**config.mk**
```make
export PLATFORM = sky130hd
export DESIGN_NAME = fpinit_core
export DESIGN_NICKNAME = d
export VERILOG_FILES = /design/src/rtl/fpinit_pkg.sv /design/src/rtl/fpinit_decode.sv /design/src/rtl/fpinit_fault.sv /design/src/rtl/fpinit_state.sv /design/src/rtl/fpinit_core.sv
export SDC_FILE = /design/constraint.sdc
export NUM_CORES = 1
export LEC_CHECK = 0
export BUFFER_PORTS_ARGS = -buffer_cell sky130_fd_sc_hd__buf_2
export CAP_MARGIN = 40
export CORE_ASPECT_RATIO = 1.2
export CORE_MARGIN = 3
export CORE_UTILIZATION = 25
export DETAILED_ROUTE_END_ITERATION = 7
export PLACE_DENSITY_LB_ADDON = 0.2
export SLEW_MARGIN = 20
export SYNTH_ARGS = -nofsm -noshare
export SYNTH_HDL_FRONTEND = slang
export SYNTH_HIERARCHICAL = 1
export SYNTH_SLANG_ARGS = --single-unit
```
**constraint.sdc**
```tcl
create_clock -name clk -period 3.7 [get_ports clk]
set_input_delay 0 -clock clk [delete_from_list [all_inputs] [get_ports clk]]
set_output_delay 0 -clock clk [all_outputs]
set_load 0.02 [all_outputs]
```
**src/rtl/fpinit_pkg.sv**
```systemverilog
package fpinit_pkg;

  localparam logic [7:0]  BYTE_WAIT  = 8'h9B;
  localparam logic [7:0]  BYTE_ESC   = 8'hDB;
  localparam logic [7:0]  BYTE_INIT  = 8'hE3;
  localparam logic [15:0] CW_DEFAULT = 16'h037F;

  typedef enum logic [0:0] {DS_IDLE = 1'b0, DS_PFX = 1'b1} dec_st_e;

  typedef enum logic [2:0] {
    WS_CW = 3'd0, WS_SW = 3'd1, WS_TW = 3'd2,
    WS_IP = 3'd3, WS_DP = 3'd4, WS_OP = 3'd5
  } wr_sel_e;

  typedef struct packed {
    logic ud;
    logic nm;
    logic mf;
  } fault_t;

  // Empty-tag pattern: two set bits per stack register.
  function automatic logic [63:0] tag_fill(int unsigned nregs);
    logic [63:0] v;
    v = '0;
    for (int i = 0; i < 32; i++) begin
      if (i < int'(nregs)) v[2*i +: 2] = 2'b11;
    end
    return v;
  endfunction

  // Highest-priority fault for one executing step.
  function automatic fault_t pick_fault(logic lock, logic em, logic ts,
                                        logic pend, logic is_wait);
    fault_t f;
    f = '0;
    if (lock)                 f.ud = 1'b1;
    else if (em || ts)        f.nm = 1'b1;
    else if (is_wait && pend) f.mf = 1'b1;
    return f;
  endfunction

endpackage

```
**src/rtl/fpinit_decode.sv**
```systemverilog
module fpinit_decode
  import fpinit_pkg::*;
(
  input  logic       clk,
  input  logic       rst,
  input  logic       in_valid,
  input  logic [7:0] in_byte,
  output logic       wait_step,
  output logic       init_step
);

  dec_st_e st_q, st_d;

  always_comb begin
    st_d      = st_q;
    wait_step = 1'b0;
    init_step = 1'b0;
    if (!rst && in_valid) begin
      unique case (st_q)
        DS_IDLE: begin
          if (in_byte == BYTE_WAIT)     wait_step = 1'b1;
          else if (in_byte == BYTE_ESC) st_d = DS_PFX;
        end
        DS_PFX: begin
          st_d = DS_IDLE;
          if (in_byte == BYTE_INIT) init_step = 1'b1;
        end
        default: st_d = DS_IDLE;
      endcase
    end
  end

  always_ff @(posedge clk) begin
    if (rst) st_q <= DS_IDLE;
    else     st_q <= st_d;
  end


  bad_second_byte_chk: assert property (@(posedge clk) disable iff (rst)
    (st_q == DS_PFX && in_valid && in_byte != BYTE_INIT) |=> (st_q == DS_IDLE));


  init_after_escape_chk: assert property (@(posedge clk) disable iff (rst)
    init_step |-> (st_q == DS_PFX));

endmodule

```
**src/rtl/fpinit_fault.sv**
```systemverilog
module fpinit_fault
  import fpinit_pkg::*;
(
  input  logic clk,
  input  logic rst,
  input  logic wait_step,
  input  logic init_step,
  input  logic in_lock,
  input  logic cr_em,
  input  logic cr_ts,
  input  logic fp_pending,
  output logic fault_any,
  output logic init_go,
  output logic fault_ud,
  output logic fault_nm,
  output logic fault_mf,
  output logic init_done
);

  fault_t f_now;
  logic   step_any;

  assign step_any  = wait_step | init_step;
  assign f_now     = step_any ? pick_fault(in_lock, cr_em, cr_ts, fp_pending, wait_step) : '0;
  assign fault_any = |f_now;
  assign init_go   = init_step & ~fault_any;

  always_ff @(posedge clk) begin
    if (rst) begin
      fault_ud  <= 1'b0;
      fault_nm  <= 1'b0;
      fault_mf  <= 1'b0;
      init_done <= 1'b0;
    end else begin
      fault_ud  <= f_now.ud;
      fault_nm  <= f_now.nm;
      fault_mf  <= f_now.mf;
      init_done <= init_go;
    end
  end


  single_outcome_chk: assert property (@(posedge clk) disable iff (rst)
    $onehot0({fault_ud, fault_nm, fault_mf, init_done}));


  lock_faults_chk: assert property (@(posedge clk) disable iff (rst)
    (step_any && in_lock) |=> fault_ud);


  math_only_on_wait_chk: assert property (@(posedge clk) disable iff (rst)
    fault_mf |-> $past(wait_step));


  noinit_ignores_pending_chk: assert property (@(posedge clk) disable iff (rst)
    (init_step && !in_lock && !cr_em && !cr_ts) |=> init_done);

endmodule

```
**src/rtl/fpinit_state.sv**
```systemverilog
module fpinit_state
  import fpinit_pkg::*;
#(
  parameter int NREGS = 8,
  parameter int IP_W  = 32,
  parameter int DP_W  = 32,
  parameter int OP_W  = 11,
  parameter int WR_W  = 32
) (
  input  logic              clk,
  input  logic              rst,
  input  logic              init_go,
  input  logic              wr_en,
  input  logic [2:0]        wr_sel,
  input  logic [WR_W-1:0]   wr_data,
  output logic [15:0]       cw,
  output logic [15:0]       sw,
  output logic [2*NREGS-1:0] tw,
  output logic [IP_W-1:0]   ip,
  output logic [DP_W-1:0]   dp,
  output logic [OP_W-1:0]   opc
);

  localparam int TW_W = 2 * NREGS;
  localparam logic [TW_W-1:0] TW_DEFAULT = TW_W'(tag_fill(NREGS));

  logic load_def;
  assign load_def = rst | init_go;

  always_ff @(posedge clk) begin
    if (load_def) begin
      cw  <= CW_DEFAULT;
      sw  <= '0;
      tw  <= TW_DEFAULT;
      ip  <= '0;
      dp  <= '0;
      opc <= '0;
    end else if (wr_en) begin
      unique case (wr_sel_e'(wr_sel))
        WS_CW: cw  <= wr_data[15:0];
        WS_SW: sw  <= wr_data[15:0];
        WS_TW: tw  <= wr_data[TW_W-1:0];
        WS_IP: ip  <= wr_data[IP_W-1:0];
        WS_DP: dp  <= wr_data[DP_W-1:0];
        WS_OP: opc <= wr_data[OP_W-1:0];
        default: ;
      endcase
    end
  end


  defaults_after_init_chk: assert property (@(posedge clk) disable iff (rst)
    init_go |=> (cw == CW_DEFAULT && sw == '0 && tw == {TW_W{1'b1}} &&
                 ip == '0 && dp == '0 && opc == '0));

endmodule

```
**src/rtl/fpinit_core.sv**
```systemverilog
module fpinit_core
  import fpinit_pkg::*;
#(
  parameter int NREGS = 8,
  parameter int IP_W  = 32,
  parameter int DP_W  = 32,
  parameter int OP_W  = 11,
  localparam int WR_W = (IP_W > DP_W) ? ((IP_W > 16) ? IP_W : 16)
                                      : ((DP_W > 16) ? DP_W : 16)
) (
  input  logic               clk,
  input  logic               rst,
  input  logic               in_valid,
  input  logic [7:0]         in_byte,
  input  logic               in_lock,
  input  logic               cr_em,
  input  logic               cr_ts,
  input  logic               fp_pending,
  input  logic               wr_en,
  input  logic [2:0]         wr_sel,
  input  logic [WR_W-1:0]    wr_data,
  output logic               fault_ud,
  output logic               fault_nm,
  output logic               fault_mf,
  output logic               init_done,
  output logic [15:0]        cw,
  output logic [15:0]        sw,
  output logic [2*NREGS-1:0] tw,
  output logic [IP_W-1:0]    ip,
  output logic [DP_W-1:0]    dp,
  output logic [OP_W-1:0]    opc
);

  logic wait_step, init_step, fault_any, init_go;

  fpinit_decode u_decode (
    .clk       (clk),
    .rst       (rst),
    .in_valid  (in_valid),
    .in_byte   (in_byte),
    .wait_step (wait_step),
    .init_step (init_step)
  );

  fpinit_fault u_fault (
    .clk        (clk),
    .rst        (rst),
    .wait_step  (wait_step),
    .init_step  (init_step),
    .in_lock    (in_lock),
    .cr_em      (cr_em),
    .cr_ts      (cr_ts),
    .fp_pending (fp_pending),
    .fault_any  (fault_any),
    .init_go    (init_go),
    .fault_ud   (fault_ud),
    .fault_nm   (fault_nm),
    .fault_mf   (fault_mf),
    .init_done  (init_done)
  );

  fpinit_state #(
    .NREGS (NREGS), .IP_W (IP_W), .DP_W (DP_W), .OP_W (OP_W), .WR_W (WR_W)
  ) u_state (
    .clk     (clk),
    .rst     (rst),
    .init_go (init_go),
    .wr_en   (wr_en),
    .wr_sel  (wr_sel),
    .wr_data (wr_data),
    .cw      (cw),
    .sw      (sw),
    .tw      (tw),
    .ip      (ip),
    .dp      (dp),
    .opc     (opc)
  );


  hold_on_fault_chk: assert property (@(posedge clk) disable iff (rst)
    (fault_any && !wr_en) |=> ($stable(cw) && $stable(sw) && $stable(tw) &&
                               $stable(ip) && $stable(dp) && $stable(opc)));


  wait_no_done_chk: assert property (@(posedge clk) disable iff (rst)
    wait_step |=> !init_done);

endmodule

```
==> flow_metrics.tcl, run 1 <==
set metrics [dict create \
    post-route-util_pct 35.5 \
    htree_levels 4 \
    gp_congestion 0.733 \
    worstSetupStartpoint "in_valid" \
    post-route-drc-count 0 \
    vias_per_cell 4.55 \
    critical_path_class "input pin to register" \
    post_cts_buffers 0 \
    grt_overflow 0 \
    startpoint_type "input pin" \
    hold_violations 0 \
    worst_pin_slew_ns 0.736 \
    final_nets 750 \
    setup_viol 0 \
    status "finished clean" \
    final_cells 984 \
    endpoint_kind "register" \
    syn_area_per_cell_sq_um 11.2 \
    num_rows 59 \
    cap_violations 0 \
    finalCritPeriodShare_pct 91.3 \
    antenna_found_initial 0 \
    grt_pass1_vias 4578 \
    numCtsBuffers 17 \
    drt_pass1_iterations 4 \
    initial_core_util_pct 25.7 \
    core_sq_um 21900 \
    grt_pass1_wl_mm 27.0 \
    syn_nets 553 \
    io_pins 178 \
    path_clk_slew_ns 0.05 \
    cts.sinks 128 \
    die_area_sq_um 24300 \
    clock_path_buffers 2 \
    track_usage_pct 14.4 \
    drive_gt1_share_pct 48.7 \
    cts_tree "yes" \
    power-per-cell-area_nw_per_um2 436 \
    slew_headroom_pct 51.0 \
    drt-initial-drc-count 155 \
    ctsRootBufferMaster "clkbuf_16" \
    clkLatencyLatePin_ns 0.41 \
    fin_crit_ns 3.38 \
    grt_start_max_net_pins 82 \
    fp.dieH_um 170 \
    p_leak_nw 3.61 \
    rsz0062_at_grt "false" \
    fin_total_pwr_mw 3.38 \
    regArea_sq_um 2560 \
    hold_class "input pin to register" \
    yosys_warnings 6 \
    dp_hpwl_mm 12.4 \
    max_freq_mhz 296 \
    num_vias 4478 \
    cp.required_ns 4.02 \
    min_from "in_byte[0]" \
    ctsHoldBuffers 43 \
    routed_wirelength_mm 17.8 \
    fin_setup_tns_ns 0 \
    die_width_um 143 \
    dp_cells 910 \
    slew_violations 0 \
    crit_fanout 76 \
    syn2layout_area_growth_pct 38.3 \
    cts_resized 0 \
    wl_per_cell_um 18.1 \
    clock_skew_ns 0.0110 \
    synth_area_sq_um 5610 \
    fillCellCount 2190 \
    r2r-start "u_decode/st_q$_SDFFE_PP0P_" \
    critPathArrivalTime_ns 3.70 \
    multi_input_area_sq_um 2810 \
    ir_drop_uv 309 \
    place.port_buffers 177 \
    diodes 0 \
    ant_nets 0 \
    synthCells 502 \
]
==> report_power, final <==
part / internal (mW) / total [mW] / switching [mW] / leakage, nW
clock network: 1.07 / 1.67 / 0.593 / 0.285
registers: 1.41 / 1.42 / 0.0136 / 1.04
logic: 0.134 / 0.295 / 0.160 / 2.29
==> layout make-up <==
| type | instances | area share, % |
|---|---|---|
| clock buffers | 25 | 6.52 |
| well taps | 274 | 4.42 |
| clock inverters | 5 | 1.00 |
| inverters | 1 | 0.0484 |
| multi-input cells | 321 | 36.3 |
| repair buffers | 230 | 18.7 |
| flip-flops and latches | 128 | 33.0 |
==> per-stage QoR <==
step	hold WS (ns)	cell area (sq um)	worst slack, ns
2_1_floorplan	0.0779	5610	1.27
3_3_place_gp	0.208	6650	0.735
3_5_place_dp	0.218	6740	0.705
4_1_cts	0.0158	7750	0.350
5_1_grt	0.0616	7760	0.0631
6_report	0.0534	7760	0.320
==> cell usage in the layout, fill, tap and decap left out <==
cell type,n
or4bb_1,3
nand2_1,2
nand4b_1,2
or3_1,1
nor3_1,45
buf_12,2
dlygate4sd3_1,43
or3b_2,127
nor4b_1,1
nor2_1,2
inv_1,1
nor4_1,1
buf_8,1
clkbuf_8,5
buf_4,4
and3_4,1
and4bb_2,2
clkbuf_16,17
nand3_1,1
mux2i_1,123
buf_6,2
or4b_1,1
dfxtp_1,128
bufinv_16,2
nand4bb_4,1
buf_16,1
buf_2,176
clkinv_2,2
clkbuf_2,1
o41ai_2,1
clkbuf_1,3
and4b_1,2
o21bai_1,1
clkinvlp_4,1
or3b_1,4
==> state kept, by name (all words and copies together), names as in the netlist <==
register and flops:
u_decode/st_q 1, u_fault/fault_mf 1, u_fault/fault_nm 1, u_fault/fault_ud 1
u_fault/init_done 1, u_state/cw 16, u_state/dp 32, u_state/ip 32
u_state/opc 11, u_state/sw 16, u_state/tw 16
==> metal layers <==
layer,track usage [%],vias up,part of all wire [%]
met3,4.10,9,4.5
met2,24.7,114,49
met4,3.47,0,0.71
met5,0,-,0
met1,17.8,2142,45
li1,-,2213,-
==> path summary, 6_finish.rpt <==
check,end,cells after the start,slack (ns)
setup reg to reg,u_state/ip[30]$_SDFFE_PP0P_,8,0.34
setup / recovery,u_state/ip[30]$_SDFFE_PP0P_,10,0.32
hold / removal,u_fault/fault_ud$_SDFF_PP0_,5,0.05
hold reg to reg,u_state/tw[1]$_SDFFE_PP1P_,2,0.52
==> critical path, stage by stage <==
cell,delay [ns]
dlygate4sd3_1,0.53
buf_2,0.10
or4bb_1,0.54
nor4_1,0.38
dlygate4sd3_1,0.60
nand2_1,0.07
and3_4,0.38
buf_4,0.35
or3b_2,0.53
mux2i_1,0.18
No activity file was read; power rests on OpenSTA's default activity.
==> run 2: changes to the inputs <==
--- a/config.mk
+++ b/config.mk
@@ -7,7 +7,8 @@
 export LEC_CHECK = 0
 export BUFFER_PORTS_ARGS = -buffer_cell sky130_fd_sc_hd__buf_2
 export CAP_MARGIN = 40
-export CORE_ASPECT_RATIO = 1.2
+export CELL_PAD_IN_SITES_DETAIL_PLACEMENT = 2
+export CELL_PAD_IN_SITES_GLOBAL_PLACEMENT = 2
 export CORE_MARGIN = 3
 export CORE_UTILIZATION = 25
 export DETAILED_ROUTE_END_ITERATION = 7
==> run 2 against run 1 <==
Routed wire length increased by 10%. Clock-buffer cell count decreased by 4. Final cell count is 0.71% higher. Setup slack better by 0.062 ns. Sequential power barely moved. Worst hold slack got worse by 0.018 ns. Clock power shrank 5%. Combinational power is essentially flat. Clock skew fell by 0.0043 ns. Die area barely moved. Critical path type unchanged. Critical endpoint is now u_state/sw[10]$_SDFFE_PP0P_. Highest routed layer unchanged.
==> flow_metrics.tcl, run 2 (synthesis gave the netlist of run 1 again) <==
set metrics [dict create \
    status "finished clean" \
    power-per-cell-area_nw_per_um2 426 \
    cap_violations 0 \
    final_nets 750 \
    hold_class "input pin to register" \
    track_usage_pct 15.9 \
    num_rows 54 \
    worst_pin_slew_ns 0.810 \
    hold_violations 0 \
    diodes 0 \
    dp_hpwl_mm 13.7 \
    post_cts_buffers 0 \
    ir_drop_uv 268 \
    num_vias 4679 \
    p_leak_nw 3.60 \
    clock_path_buffers 2 \
    drive_gt1_share_pct 49.1 \
    routed_wirelength_mm 19.6 \
    slew_violations 0 \
    syn2layout_area_growth_pct 37.8 \
    seqPwrFrac_pct 43.2 \
    ctsRootBufferMaster "clkbuf_16" \
    vias_per_cell 4.72 \
    regArea_sq_um 2560 \
    final_common_cell "buf_2" \
    io_pins 178 \
    antenna_found_initial 0 \
    clock_skew_ns 0.00665 \
    htree_levels 4 \
    multi_input_area_sq_um 2820 \
    dp_cells 917 \
    grt_overflow 0 \
    drt_pass1_iterations 4 \
    layout_common_cells "buf_2, dfxtp_1, or3b_2" \
    switchingPower_mw 0.802 \
    switching_share_pct 24.3 \
    fp.dieH_um 156 \
    pwr-share-clk_pct 47.8 \
    critPathArrivalTime_ns 3.66 \
    wl_per_cell_um 19.8 \
    gp_congestion 0.706 \
    cp.required_ns 4.04 \
    die_width_um 156 \
    r2r_slack_ns 0.40 \
    path_clk_slew_ns 0.06 \
    drt-initial-drc-count 215 \
    cts_tree "yes" \
    p_int_mw 2.49 \
    reg.largest.list "u_state/dp (32), u_state/ip (32)" \
    combPwrFrac_pct 9.0 \
    fillCellCount 2380 \
    clkLatencyLatePin_ns 0.41 \
    die_area_sq_um 24300 \
    ant_nets 0 \
    grt_start_max_net_pins 85 \
    slew_headroom_pct 45.3 \
    cts_resized 0 \
    grt_pass1_wl_mm 29.8 \
    fin_crit_ns 3.32 \
    final_cells 991 \
    numCtsBuffers 17 \
    crit_fanout 84 \
    finalCritPeriodShare_pct 89.7 \
    critical_path_class "input pin to register" \
    rsz0062_at_grt "false" \
    cts.sinks 128 \
    setup_viol 0 \
    post-route-drc-count 0 \
    endpoint_kind "register" \
    core_sq_um 22000 \
    startpoint_type "input pin" \
    fin_setup_tns_ns 0 \
    max_freq_mhz 301 \
    grt_pass1_vias 5133 \
    initial_core_util_pct 25.5 \
    place.port_buffers 177 \
]
[run 2: worst max-delay path: stages]
cell,delay (ns)
dlygate4sd3_1,0.53
buf_2,0.12
or4bb_1,0.54
nor4_1,0.37
dlygate4sd3_1,0.60
nand2_1,0.08
and3_4,0.27
buf_16,0.21
or3b_2,0.67
mux2i_1,0.18
[run 2: cell type report]
cell class	count	share of cell area (%)
clock buffer	21	5.95
clock inverter	10	1.13
inverter	1	0.0485
multi-input combinational	321	36.4
sequential	128	33.1
tap	280	4.53
timing repair buffer	230	18.8
[run 2: worst paths after layout]
| kind | from | endpoint | cells past startpoint |
|---|---|---|---|
| setup / recovery | in_valid | u_state/sw[10]$_SDFFE_PP0P_ | 10 |
| hold / removal | wr_sel[0] | u_state/cw[0]$_SDFFE_PP1P_ | 3 |
| setup reg to reg | u_decode/st_q$_SDFFE_PP0P_ | u_state/sw[10]$_SDFFE_PP0P_ | 8 |
| hold reg to reg | u_state/tw[14]$_SDFFE_PP1P_ | u_state/tw[14]$_SDFFE_PP1P_ | 2 |
[run 2: stage by stage]
stage | utilization [%] | power, mW | hold WS (ns) | worst slack [ns] | cell area (sq um)
floorplan | - | 1.61 | 0.0779 | 1.27 | 5610
global placement | 30.3 | 1.71 | 0.218 | 0.899 | 6660
detailed placement | 30.8 | 1.72 | 0.225 | 0.893 | 6760
CTS | 35.2 | 3.36 | 0.00887 | 0.396 | 7730
global route | 35.2 | 3.45 | 0.0493 | 0.161 | 7730
finish | 35.2 | 3.30 | 0.0351 | 0.383 | 7730
[run 2: power groups by stage]
stage	Clock, mW	Combinational (mW)	Sequential [mW]
after floorplan	0	0.121	1.49
after global placement	0	0.255	1.45
after detailed placement	0	0.269	1.45
after CTS	1.63	0.301	1.42
after global routing	1.70	0.321	1.43
final	1.58	0.297	1.42
[run 2: layer usage]
| metal | up-vias | wire length, um | track usage [%] |
|---|---|---|---|
| met4 | 0 | 285 | 5.26 |
| met5 | - | 0 | 0 |
| met2 | 120 | 9660 | 27.4 |
| met3 | 18 | 903 | 4.02 |
| met1 | 2327 | 8730 | 19.5 |
| li1 | 2214 | - | - |
[run 2: what timing repair did]
action / in CTS / in global routing
hold endpoints to repair: 62 / 0
hold buffers: 43 / 0
endpoints found under the setup margin: 0 / 0
